==> config.mk <==
export PLATFORM = sky130hd
export DESIGN_NAME = vs_seq
export DESIGN_NICKNAME = d
export VERILOG_FILES = /design/src/rtl/vs_seq_pkg.sv /design/src/rtl/vs_map_table.sv /design/src/rtl/vs_op_decode.sv /design/src/rtl/vs_elem_ctrl.sv /design/src/rtl/vs_seq.sv
export SDC_FILE = /design/constraint.sdc
export NUM_CORES = 2
export LEC_CHECK = 0
export BUFFER_PORTS_ARGS = -buffer_cell sky130_fd_sc_hd__buf_2
export CORE_MARGIN = 2
export CORE_UTILIZATION = 44
export CTS_CLUSTER_DIAMETER = 200
export CTS_CLUSTER_SIZE = 14
export DETAILED_ROUTE_END_ITERATION = 16
export HOLD_SLACK_MARGIN = 0.05
export SETUP_SLACK_MARGIN = 0.05
export SLEW_MARGIN = 20
export SYNTH_ARGS = -nofsm -noshare
export SYNTH_HDL_FRONTEND = slang
export SYNTH_SLANG_ARGS = --single-unit
==> constraint.sdc <==
create_clock -name clk -period 6.5 [get_ports clk]
set_clock_uncertainty 0.05 [all_clocks]
set_input_delay 0.65 -clock clk [delete_from_list [all_inputs] [get_ports clk]]
set_output_delay 0.65 -clock clk [all_outputs]
set_load 0.05 [all_outputs]
==> src/rtl/vs_seq_pkg.sv <==
package vs_seq_pkg;
  localparam int NMODE = 3;

  typedef enum logic [1:0] {
    SQ_IDLE  = 2'd0,
    SQ_ISSUE = 2'd1,
    SQ_WAIT  = 2'd2
  } sq_state_e;

  localparam logic SEL_TAG  = 1'b0;
  localparam logic SEL_PRED = 1'b1;
endpackage

==> src/rtl/vs_map_table.sv <==
module vs_map_table
  import vs_seq_pkg::*;
#(
  parameter int NREG  = 32,
  parameter int NTAG  = 16,
  parameter int NLOOK = 1,
  localparam int RW = $clog2(NREG),
  localparam int TW = $clog2(NTAG)
) (
  input  logic               clk,
  input  logic               rst_n,
  input  logic               wr_en,
  input  logic [1:0]         wr_mode,
  input  logic [TW-1:0]      wr_slot,
  input  logic               wr_valid,
  input  logic               wr_fp,
  input  logic [RW-1:0]      wr_arch,
  input  logic [RW-1:0]      wr_dest,
  input  logic [1:0]         lk_mode,
  input  logic [NLOOK-1:0]   lk_fp,
  input  logic [NLOOK*RW-1:0] lk_arch,
  output logic [NLOOK-1:0]   lk_hit,
  output logic [NLOOK*RW-1:0] lk_dest
);
  logic [NTAG-1:0] ent_v    [NMODE];
  logic [NTAG-1:0] ent_fp   [NMODE];
  logic [RW-1:0]   ent_arch [NMODE][NTAG];
  logic [RW-1:0]   ent_dest [NMODE][NTAG];

  logic wr_ok;
  logic lk_ok;

  // write decode: only the three defined privilege modes own a table
  always_comb begin
    wr_ok = wr_en && (wr_mode < 2'(NMODE));
    lk_ok = (lk_mode < 2'(NMODE));
  end

  always_ff @(posedge clk or negedge rst_n) begin
    if (!rst_n) begin
      for (int m = 0; m < NMODE; m++) begin
        ent_v[m]  <= '0;
        ent_fp[m] <= '0;
        for (int e = 0; e < NTAG; e++) begin
          ent_arch[m][e] <= '0;
          ent_dest[m][e] <= '0;
        end
      end
    end else if (wr_ok) begin
      ent_v[wr_mode][wr_slot]    <= wr_valid;
      ent_fp[wr_mode][wr_slot]   <= wr_fp;
      ent_arch[wr_mode][wr_slot] <= wr_arch;
      ent_dest[wr_mode][wr_slot] <= wr_dest;
    end
  end

  // parallel associative lookup, one lane per operand; lowest slot wins
  for (genvar g = 0; g < NLOOK; g++) begin : g_lane
    logic          hit_g;
    logic [RW-1:0] dst_g;

    always_comb begin
      hit_g = 1'b0;
      dst_g = '0;
      if (lk_ok) begin
        for (int e = NTAG - 1; e >= 0; e--) begin
          if (ent_v[lk_mode][e] &&
              (ent_fp[lk_mode][e] == lk_fp[g]) &&
              (ent_arch[lk_mode][e] == lk_arch[g*RW +: RW])) begin
            hit_g = 1'b1;
            dst_g = ent_dest[lk_mode][e];
          end
        end
      end
    end

    assign lk_hit[g]           = hit_g;
    assign lk_dest[g*RW +: RW] = dst_g;
  end
endmodule

==> src/rtl/vs_op_decode.sv <==
module vs_op_decode #(
  parameter int NREG  = 32,
  parameter int MAXVL = 16,
  localparam int RW  = $clog2(NREG),
  localparam int VLW = $clog2(MAXVL + 1),
  localparam int SW  = RW + VLW + 1
) (
  input  logic [3*RW-1:0]  op_reg,
  input  logic [2:0]       op_hit,
  input  logic [3*RW-1:0]  op_dest,
  input  logic [VLW-1:0]   vl,
  input  logic             pred_hit,
  input  logic [MAXVL-1:0] pred_bits,
  output logic [3*RW-1:0]  base,
  output logic [2:0]       vec,
  output logic [VLW-1:0]   n_elem,
  output logic [MAXVL-1:0] mask,
  output logic             illegal
);
  logic          multi;
  logic [SW-1:0] run_end;

  always_comb begin
    multi   = (|op_hit) && (vl > VLW'(1));
    vec     = multi ? op_hit : 3'b000;
    n_elem  = multi ? vl : VLW'(1);
    mask    = (multi && pred_hit) ? pred_bits : '1;
    illegal = multi && (vl > VLW'(MAXVL));
    run_end = '0;
    for (int k = 0; k < 3; k++) begin
      base[k*RW +: RW] = vec[k] ? op_dest[k*RW +: RW] : op_reg[k*RW +: RW];
      run_end = SW'(base[k*RW +: RW]) + SW'(vl) - SW'(1);
      if (vec[k] && (run_end >= SW'(NREG))) begin
        illegal = 1'b1;
      end
    end
  end
endmodule

==> src/rtl/vs_elem_ctrl.sv <==
module vs_elem_ctrl
  import vs_seq_pkg::*;
#(
  parameter int NREG  = 32,
  parameter int MAXVL = 16,
  localparam int RW  = $clog2(NREG),
  localparam int IW  = $clog2(MAXVL),
  localparam int VLW = $clog2(MAXVL + 1)
) (
  input  logic             clk,
  input  logic             rst_n,
  input  logic             in_valid,
  input  logic [1:0]       in_mode,
  input  logic             in_fp,
  input  logic [3*RW-1:0]  dec_base,
  input  logic [2:0]       dec_vec,
  input  logic [VLW-1:0]   dec_n,
  input  logic [MAXVL-1:0] dec_mask,
  input  logic             dec_illegal,
  input  logic [1:0]       view_mode,
  input  logic             el_ready,
  input  logic             wb_ack,
  input  logic             fault,
  output logic             in_ready,
  output logic             el_valid,
  output logic [IW-1:0]    el_idx,
  output logic             el_fp,
  output logic [RW-1:0]    el_rd,
  output logic [RW-1:0]    el_rs1,
  output logic [RW-1:0]    el_rs2,
  output logic             el_en,
  output logic             el_last,
  output logic             ill,
  output logic [IW-1:0]    resume_idx
);
  sq_state_e        st_q, st_d;
  logic [IW-1:0]    idx_q, idx_d;
  logic [VLW-1:0]   n_q, n_d;
  logic [3*RW-1:0]  base_q, base_d;
  logic [2:0]       vec_q, vec_d;
  logic [MAXVL-1:0] mask_q, mask_d;
  logic             fp_q, fp_d;
  logic [1:0]       mode_q, mode_d;
  logic             ill_q, ill_d;
  logic [IW-1:0]    sav_q [NMODE];
  logic [IW-1:0]    sav_d [NMODE];

  logic          accept;
  logic          last;
  logic          clr_sav;
  logic          set_sav;
  logic [IW-1:0] sav_in;
  logic [IW-1:0] start_idx;

  // next-state logic
  always_comb begin
    accept = in_valid && (st_q == SQ_IDLE);
    last   = ((VLW'(idx_q) + VLW'(1)) == n_q);

    sav_in = '0;
    for (int m = 0; m < NMODE; m++) begin
      if (in_mode == 2'(m)) sav_in = sav_q[m];
    end
    start_idx = (VLW'(sav_in) < dec_n) ? sav_in : '0;

    st_d    = st_q;
    idx_d   = idx_q;
    n_d     = n_q;
    base_d  = base_q;
    vec_d   = vec_q;
    mask_d  = mask_q;
    fp_d    = fp_q;
    mode_d  = mode_q;
    ill_d   = 1'b0;
    clr_sav = 1'b0;
    set_sav = 1'b0;

    case (st_q)
      SQ_IDLE: begin
        if (accept) begin
          if (dec_illegal) begin
            ill_d = 1'b1;
          end else begin
            st_d   = SQ_ISSUE;
            idx_d  = start_idx;
            n_d    = dec_n;
            base_d = dec_base;
            vec_d  = dec_vec;
            mask_d = dec_mask;
            fp_d   = in_fp;
            mode_d = in_mode;
          end
        end
      end
      SQ_ISSUE: begin
        if (el_ready) begin
          if (mask_q[idx_q]) begin
            st_d = SQ_WAIT;
          end else if (last) begin
            st_d    = SQ_IDLE;
            clr_sav = 1'b1;
          end else begin
            idx_d = idx_q + 1'b1;
          end
        end
      end
      SQ_WAIT: begin
        if (fault) begin
          st_d    = SQ_IDLE;
          set_sav = 1'b1;
        end else if (wb_ack) begin
          if (last) begin
            st_d    = SQ_IDLE;
            clr_sav = 1'b1;
          end else begin
            st_d  = SQ_ISSUE;
            idx_d = idx_q + 1'b1;
          end
        end
      end
      default: st_d = SQ_IDLE;
    endcase

    for (int m = 0; m < NMODE; m++) begin
      sav_d[m] = sav_q[m];
      if (mode_q == 2'(m)) begin
        if (clr_sav) sav_d[m] = '0;
        if (set_sav) sav_d[m] = idx_q;
      end
    end
  end

  // state registers
  always_ff @(posedge clk or negedge rst_n) begin
    if (!rst_n) begin
      st_q   <= SQ_IDLE;
      idx_q  <= '0;
      n_q    <= '0;
      base_q <= '0;
      vec_q  <= '0;
      mask_q <= '0;
      fp_q   <= 1'b0;
      mode_q <= '0;
      ill_q  <= 1'b0;
      for (int m = 0; m < NMODE; m++) sav_q[m] <= '0;
    end else begin
      st_q   <= st_d;
      idx_q  <= idx_d;
      n_q    <= n_d;
      base_q <= base_d;
      vec_q  <= vec_d;
      mask_q <= mask_d;
      fp_q   <= fp_d;
      mode_q <= mode_d;
      ill_q  <= ill_d;
      for (int m = 0; m < NMODE; m++) sav_q[m] <= sav_d[m];
    end
  end

  // element output formation
  always_comb begin
    in_ready = (st_q == SQ_IDLE);
    el_valid = (st_q == SQ_ISSUE);
    el_idx   = idx_q;
    el_fp    = fp_q;
    el_rd    = base_q[0*RW +: RW] + (vec_q[0] ? RW'(idx_q) : '0);
    el_rs1   = base_q[1*RW +: RW] + (vec_q[1] ? RW'(idx_q) : '0);
    el_rs2   = base_q[2*RW +: RW] + (vec_q[2] ? RW'(idx_q) : '0);
    el_en    = el_valid && mask_q[idx_q];
    el_last  = el_valid && last;
    ill      = ill_q;
    resume_idx = '0;
    for (int m = 0; m < NMODE; m++) begin
      if (view_mode == 2'(m)) resume_idx = sav_q[m];
    end
  end
endmodule

==> src/rtl/vs_seq.sv <==
module vs_seq
  import vs_seq_pkg::*;
#(
  parameter int NREG  = 32,
  parameter int NTAG  = 16,
  parameter int MAXVL = 16,
  localparam int RW  = $clog2(NREG),
  localparam int TW  = $clog2(NTAG),
  localparam int IW  = $clog2(MAXVL),
  localparam int VLW = $clog2(MAXVL + 1)
) (
  input  logic             clk,
  input  logic             rst_n,
  input  logic             cfg_we,
  input  logic             cfg_sel,
  input  logic [1:0]       cfg_mode,
  input  logic [TW-1:0]    cfg_slot,
  input  logic             cfg_valid,
  input  logic             cfg_fp,
  input  logic [RW-1:0]    cfg_arch,
  input  logic [RW-1:0]    cfg_dest,
  input  logic [1:0]       priv_mode,
  input  logic             in_valid,
  output logic             in_ready,
  input  logic             in_fp,
  input  logic [RW-1:0]    in_rd,
  input  logic [RW-1:0]    in_rs1,
  input  logic [RW-1:0]    in_rs2,
  input  logic [VLW-1:0]   in_vl,
  output logic [RW-1:0]    pred_addr,
  input  logic [MAXVL-1:0] pred_bits,
  output logic             el_valid,
  input  logic             el_ready,
  output logic [IW-1:0]    el_idx,
  output logic             el_fp,
  output logic [RW-1:0]    el_rd,
  output logic [RW-1:0]    el_rs1,
  output logic [RW-1:0]    el_rs2,
  output logic             el_en,
  output logic             el_last,
  input  logic             wb_ack,
  input  logic             fault,
  output logic             ill,
  output logic [IW-1:0]    resume_idx
);
  logic [3*RW-1:0]  op_reg;
  logic [2:0]       tag_hit;
  logic [3*RW-1:0]  tag_dest;
  logic [0:0]       prd_hit;
  logic [RW-1:0]    prd_dest;
  logic [3*RW-1:0]  dec_base;
  logic [2:0]       dec_vec;
  logic [VLW-1:0]   dec_n;
  logic [MAXVL-1:0] dec_mask;
  logic             dec_illegal;
  logic             tag_we;
  logic             prd_we;

  assign op_reg    = {in_rs2, in_rs1, in_rd};
  assign tag_we    = cfg_we && (cfg_sel == SEL_TAG);
  assign prd_we    = cfg_we && (cfg_sel == SEL_PRED);
  assign pred_addr = prd_hit[0] ? prd_dest : '0;

  vs_map_table #(.NREG(NREG), .NTAG(NTAG), .NLOOK(3)) u_tag (
    .clk(clk), .rst_n(rst_n),
    .wr_en(tag_we), .wr_mode(cfg_mode), .wr_slot(cfg_slot),
    .wr_valid(cfg_valid), .wr_fp(cfg_fp), .wr_arch(cfg_arch), .wr_dest(cfg_dest),
    .lk_mode(priv_mode), .lk_fp({3{in_fp}}), .lk_arch(op_reg),
    .lk_hit(tag_hit), .lk_dest(tag_dest)
  );

  vs_map_table #(.NREG(NREG), .NTAG(NTAG), .NLOOK(1)) u_pred (
    .clk(clk), .rst_n(rst_n),
    .wr_en(prd_we), .wr_mode(cfg_mode), .wr_slot(cfg_slot),
    .wr_valid(cfg_valid), .wr_fp(cfg_fp), .wr_arch(cfg_arch), .wr_dest(cfg_dest),
    .lk_mode(priv_mode), .lk_fp(in_fp), .lk_arch(in_rd),
    .lk_hit(prd_hit), .lk_dest(prd_dest)
  );

  vs_op_decode #(.NREG(NREG), .MAXVL(MAXVL)) u_dec (
    .op_reg(op_reg), .op_hit(tag_hit), .op_dest(tag_dest), .vl(in_vl),
    .pred_hit(prd_hit[0]), .pred_bits(pred_bits),
    .base(dec_base), .vec(dec_vec), .n_elem(dec_n), .mask(dec_mask),
    .illegal(dec_illegal)
  );

  vs_elem_ctrl #(.NREG(NREG), .MAXVL(MAXVL)) u_ctrl (
    .clk(clk), .rst_n(rst_n),
    .in_valid(in_valid), .in_mode(priv_mode), .in_fp(in_fp),
    .dec_base(dec_base), .dec_vec(dec_vec), .dec_n(dec_n),
    .dec_mask(dec_mask), .dec_illegal(dec_illegal),
    .view_mode(priv_mode), .el_ready(el_ready), .wb_ack(wb_ack), .fault(fault),
    .in_ready(in_ready), .el_valid(el_valid), .el_idx(el_idx), .el_fp(el_fp),
    .el_rd(el_rd), .el_rs1(el_rs1), .el_rs2(el_rs2), .el_en(el_en),
    .el_last(el_last), .ill(ill), .resume_idx(resume_idx)
  );
endmodule

; Word-level counts from Yosys, hierarchy flattened
; Index checks and enable logic that the tools add are counted.
[totals]
reg_bits = 1213
elab_cells = 708
[op_classes]
eq_ne = 111
n_bitwise = 5
n_lt_le_gt_ge = 16
add_sub_neg = 11
n_reduce_logical = 124
n_mux = 225
[ops]
columns = op, n
row1 = $bwmux W240, 4
row2 = $mux W80, 9
row3 = $bmux W80 S2, 4
row4 = $mux W5, 74
row5 = $eq A5 B5 Y1, 65
row6 = $bwmux W48, 4
row7 = $demux W80 S2, 1
row8 = $mux W16, 10
row9 = $bmux W16 S2, 4
row10 = $logic_and A1 B1 Y1, 112
row11 = $mux W1, 84
row12 = $mux W4, 16
row13 = $ge A11 B6 Y1 const B, 3
row14 = $sub A11 B1 Y11 const B, 3
row15 = $demux W16 S2, 1
row16 = $eq A1 B1 Y1, 32
row17 = $demux W5 S4, 1
row18 = $add A5 B5 Y6, 3
row19 = $add A5 B5 Y5, 3
row20 = $mux W2, 7
row21 = $pmux W4 S3, 1
row22 = $lt A4 B5 Y1 const B, 2
row23 = $ne A2 B2 Y1 const B, 4
row24 = $reduce_and A7 Y1, 1
row25 = other kinds (31), 44

; Logic depth before layout (Yosys ltp)
[logic_depth]
depth_word = 38
mapped_depth = 36
ltp_nobuf = 24

; By module
; Synthesis repeated with hierarchy kept, for this count alone.
[unflattened]
hier_cells = 5746
hier_area_um2 = 66437.5
[modules_own_cells]
columns = mod, cells_per_inst, area_per_inst_um2, instances
row1 = vs_map_table (u_tag), 2909, 32587.5, 1
row2 = vs_map_table (u_pred), 2372, 29109.2, 1
row3 = vs_elem_ctrl, 321, 3643.5, 1
row4 = vs_op_decode, 137, 1053.5, 1
row5 = vs_seq, 7, 43.8, 1

; Worst setup path before layout
; Ideal clock, no wire load.
[synth_timing]
kind = input port to flip-flop
start = in priv_mode[1]
end = reg u_ctrl.base_q[10]
setup_ns = 0.125
path_stages = 35
slack_ns = -0.538
t_arrival_ns = 6.863
required_time_ns = 6.325
cell_sequence = buf_4 > buf_6 > buf_6 > buf_6 > buf_4 > buf_2 > buf_4 > buf_4 > buf_6 > buf_6 > buf_4 > buf_2 > mux2i_1 > nor2_1 > a21oi_1 > nor3_1 > a211oi_1 > a21oi_1 > a211oi_1 > o31ai_1 > o21ai_0 > nand2_1 > ha_1 > fa_1 > a21o_1 > a21oi_1 > xnor2_1 > or4_1 > nand4b_1 > o21ai_0 > nor2_1 > o21ai_0 > nor4b_4 > buf_6 > mux2_2
[synth_via]
elab_chain_len = 37
word_cells_on_any_way = 268
cone_classes = 6 x add/sub / 4 x order compare / 64 x eq/ne / 121 x mux / 2 x bitwise / 71 x reduce/logical
[synth_lines]
columns = element, line
row1 = start: declaration, vs_seq.sv:22  ; input logic [1:0] priv_mode,
row2 = "parallel branches: the longest is 27 deep, another holds $bmux W80 S2", --
row3 = $mux W5 (*), vs_op_decode.sv:31  ; base[k*RW +: RW] = vec[k] ? op_dest[k*RW +: RW] : op_reg[k*RW +: RW];
row4 = net dec_base[0], vs_seq.sv:51  ; logic [3*RW-1:0] dec_base;
row5 = $add A5 B5 Y6 (*), vs_op_decode.sv:32  ; run_end = SW'(base[k*RW +: RW]) + SW'(vl) - SW'(1);
row6 = $sub A11 B1 Y11 (*), vs_op_decode.sv:32
row7 = $ge A11 B6 Y1 (*), vs_op_decode.sv:33  ; if (vec[k] && (run_end >= SW'(NREG))) begin
row8 = $logic_and A1 B1 Y1 (*), vs_op_decode.sv:33
row9 = $mux W1 (*) (3 in series), vs_op_decode.sv:33
row10 = $not A1 Y1 (no line) (*), --
row11 = $reduce_and A3 Y1 (no line) (*), --
row12 = end signal: assignment, vs_elem_ctrl.sv:150  ; base_q <= base_d;
row13 = end: declaration, vs_elem_ctrl.sv:39  ; logic [3*RW-1:0] base_q, base_d;
; Mark *: on every way through the listed nets, which the timed path passes. The select of a mux whose other input is x is not followed.
; A chain may end at the register's enable or synchronous reset.

; Worst setup path after layout
[layout_timing]
start = in priv_mode[1]
end = reg u_ctrl.n_q[2]
[layout_via]
elab_chain_len = 37
word_cells_on_any_way = 269
cone_classes = 6 x add/sub / 4 x order compare / 64 x eq/ne / 122 x mux / 2 x bitwise / 71 x reduce/logical
[layout_lines]
columns = element, line
row1 = "parallel branches: the longest is 27 deep, another holds $bmux W80 S2", --
row2 = $mux W5 (*), vs_op_decode.sv:31
row3 = net dec_base[0], vs_seq.sv:51
row4 = $add A5 B5 Y6 (*), vs_op_decode.sv:32
row5 = $sub A11 B1 Y11 (*), vs_op_decode.sv:32
row6 = $ge A11 B6 Y1 (*), vs_op_decode.sv:33
row7 = $logic_and A1 B1 Y1 (*), vs_op_decode.sv:33
row8 = $mux W1 (*) (3 in series), vs_op_decode.sv:33
row9 = $not A1 Y1 (no line) (*), --
row10 = $reduce_and A3 Y1 (no line) (*), --
row11 = end signal: assignment, vs_elem_ctrl.sv:149  ; n_q <= n_d;
row12 = end: declaration, vs_elem_ctrl.sv:38  ; logic [VLW-1:0] n_q, n_d;
; Marks and branches as above.

==> metrics.yaml <==
outcome:
  outcome: "complete, no violations"
clocking:
  cts-htree-levels: 3
  clockBufferDepth: 3
  clock_latency_ps: 760
  cts_buffers: 96
  clock-sinks: 1213
  cts_tree: "done"
  cts-root-buf: "clkbuf_16"
  path_clk_slew_ps: 70
setup_path:
  crit_buf_inv: 8
  setup.worst_path.end_class: "flop"
  cp-start-kind: "primary input"
  cp_slowest_cell: "or4_4"
  path_class: "in -> reg"
  crit_path_frequent_cell: "buf_4"
  critPathTopFamily: "compound AO/OA/AOI/OAI gates"
  crit_required_ps: 7120
  crit_arrival_ps: 6810
  slowest_delay_ps: 520
  critPathMaxFanout: 35
timing:
  worstMarginPinSlew_ps: 1170
  fin_setup_tns_ps: 0
  setup-violations-final: 0
  rsz0062_at_grt: "no"
  drv_slew: 0
  max_freq_ghz: 0.162
  post-route-min-period_ps: 6190
  final_hold_viol_count: 0
  setup_ws_ps: 308
  slew-limit-headroom_pct: 22.0
  period_share_pct: 95.3
layout:
  fillers: 13400
  final_cell_count_no_fill: 8377
  drive_gt1_share_pct: 36.7
  final_nets: 6460
  syn_to_final_growth_pct: 15.2
yosys:
  synth_cell_types: 82
  syn_inst: 5864
  synth_edf_count: 0
  yosysWarnings: 0
  syn_area_per_cell_um2: 11.4
  async_flop_share_pct: 100
  ys_seq_elements: 1213
  synth_nets: 5970
  ys.flop_type: "dfrtp_1"
  yosysSeqAreaShare_pct: 45.5
  synth_area_um2: 66700
detailed_routing:
  wl_per_cell_um: 27.1
  drt_iter0_markers: 4187
  ant_nets: 0
  wl_um: 227000
  drc: 0
  dr_total_vias: 49600
  vias_per_cell: 5.92
  firstDrtPassIters: 6
die:
  ioPinCount: 99
  initial_utilization_pct: 44.4
  die_w_um: 393
  die_h_um: 393
  rows: 142
  core_um2: 150000
  die_area_um2: 155000
place:
  place_congestion: 1.00
  dp_hpwl_um: 158000
  placed_cells: 8268
  portBuffers: 98
  pre_cts_ws_ps: -711
pwr:
  total_leakage_power_uw: 0.0363
  peakVddDrop_v: 0.000214
  p_sw_share_pct: 30.0
  p_int_uw: 12400
  switching_power_uw: 5340
  p_comb_share_pct: 20.7
  powerDensity_nw_per_um2: 231
  seqPwrFrac_pct: 48.7
  pwr-share-clk_pct: 30.6
grt:
  grt_antenna_before_repair: 4
  grt_usage_pct: 28.7
  grt_max_degree: 177
  grt_pass1_vias: 49800
  grt-ovfl-total: 0
  grt_pass1_wl_um: 336000
run:
  max-cap-violations: 0
min_path:
  min_path_type: "in -> reg"
## worst reg2reg max path, stage by stage (launching register included)
cell	delay (ps)
dfrtp_1	410
mux2i_1	260
o221ai_1	150
o22ai_1	290
nor4_4	110
or4_1	530
a221o_1	340
a21oi_1	280
o21ai_0	140
buf_4	160
a211oi_2	290
o21ai_2	140
fa_1	420
a21o_1	170
a21oi_1	170
xnor2_1	90
nor4_2	400
nor3_1	130
a311oi_2	310
buf_4	160
o22ai_2	110
nor4b_4	320
buf_12	210
buf_12	210
mux2i_1	200
## Yosys cell counts, types with 79 or more instances
cell / instances / share of area, %
mux2_2: 1224 / 21
clkbuf_1: 315 / 1.8
o221ai_1: 109 / 1.4
nand2_1: 293 / 1.6
o21ai_0: 165 / 1.2
mux2i_1: 440 / 6.6
xnor2_1: 172 / 2.3
nor2b_1: 79 / 0.74
dfrtp_1: 1213 / 46
nor2_1: 330 / 1.9
nand4b_1: 110 / 1.4
nand2b_1: 85 / 0.80
o2bb2ai_1: 84 / 1.1
a21oi_1: 188 / 1.4
xor2_1: 81 / 1.1
## final cells by class
class / instances / area, µm² / share of cell area [%]
clock inverter: 6 / 126 / 0.164
sequential: 1213 / 30400 / 39.5
clock buffer: 97 / 2430 / 3.16
multi-input combinational: 4086 / 34000 / 44.2
antenna: 2 / 5.00 / 0.00651
timing repair buffer: 897 / 7190 / 9.36
inverter: 60 / 225 / 0.293
tap: 2016 / 2520 / 3.28
## timing repair
item	in CTS	in global routing
endpoints found under the setup margin	0	48
gates resized for setup	0	30
buffers inserted	0	1
hold endpoints to repair	131	0
hold buffers	1	0
## power by group through the flow
stage               logic [µW]  clock network, µW  registers, µW
finish                    3680               5430           8650
floorplan                 2290                  0           8670
CTS                       3660               5570           8640
global placement          3600                  0           8750
detailed placement        3650                  0           8780
global route              3940               5830           8720
## final timing paths
kind	start	endpoint	slack, ps	depth (start not counted)
min in group asynchronous	rst_n	u_tag.ent_dest[161]	540	2
max reg2reg	u_tag.ent_arch[27]	u_ctrl.n_q[2]	380	24
max	priv_mode[1]	u_ctrl.n_q[2]	310	30
max in group asynchronous	rst_n	u_pred.ent_arch[45]	4230	3
min	pred_bits[14]	u_ctrl.mask_q[14]	130	3
min reg2reg	u_tag.ent_v[29]	u_tag.ent_v[29]	450	1
## flip-flops by register name, summed over array words and instances, names as in the netlist, 2 cells and up
| signal | cells |
|---|---|
| u_pred.ent_arch | 240 |
| u_pred.ent_dest | 240 |
| u_tag.ent_arch | 240 |
| u_tag.ent_dest | 240 |
| u_pred.ent_fp | 48 |
| u_pred.ent_v | 48 |
| u_tag.ent_fp | 48 |
| u_tag.ent_v | 48 |
| u_ctrl.mask_q | 16 |
| u_ctrl.base_q | 15 |
| u_ctrl.sav_q | 12 |
| u_ctrl.n_q | 5 |
| u_ctrl.el_idx | 4 |
| u_ctrl.vec_q | 3 |
| u_ctrl.mode_q | 2 |
| u_ctrl.st_q | 2 |
## through the flow
step / util (%) / hold WS, ps / cell area [µm²] / total power [µW]
CTS: 51.0 / 86.4 / 76600 / 17900
global placement: 49.3 / 428 / 74000 / 12400
detailed placement: 49.3 / 437 / 74100 / 12400
finish: 51.2 / 130 / 76800 / 17800
floorplan: - / 304 / 66900 / 11000
global route: 51.2 / 117 / 76800 / 18500
## metal layers
| metal | up-vias | global-route usage (%) | part of all wire, % |
|---|---|---|---|
| li1 | 22200 | - | - |
| met1 | 25800 | 39.6 | 45 |
| met2 | 1279 | 46.3 | 47 |
| met3 | 360 | 3.81 | 4.6 |
| met4 | 0 | 10.5 | 3.9 |
| met5 | - | 0 | 0 |
## logic make-up (layout without fill, tap and decap cells)
kind of cell	count (synthesis)	count (layout)	share of synthesized area, %
DFF	1213	1213	45.5
AOI/OAI and AO/OA	860	860	8.83
and+or+nand+nor	1252	1252	9.91
adders and majority gates	41	41	0.837
buffers and inverters	565	1060	3.96
muxes	1680	1680	27.6
xor gates and xnor gates	253	253	3.32
other	0	2	0
## cell usage in the layout, fill, tap and decap left out, drive strengths merged, types with 13 or more instances in the layout
cell	Yosys	layout
mux2	1235	1235
dfrtp	1213	1213
buf	188	894
mux2i	440	440
nor2	330	330
nand2	293	293
a21oi	188	188
o21ai	181	181
xnor2	172	172
nand4b	110	110
o221ai	109	109
clkbuf	317	99
nand2b	85	85
o2bb2ai	84	84
xor2	81	81
nor2b	79	79
inv	57	60
nor3	52	52
o22ai	51	51
nor4	45	45
nand3b	40	40
nand4	40	40
nand3	40	40
ha	35	35
o211ai	29	29
a31oi	27	27
and2	26	26
or2	26	26
a21o	22	22
a211oi	22	22
and3	20	20
or4	20	20
or3	17	17
a221oi	14	14
o31ai	13	13
Note: power is estimated with default switching activity, not from simulation.
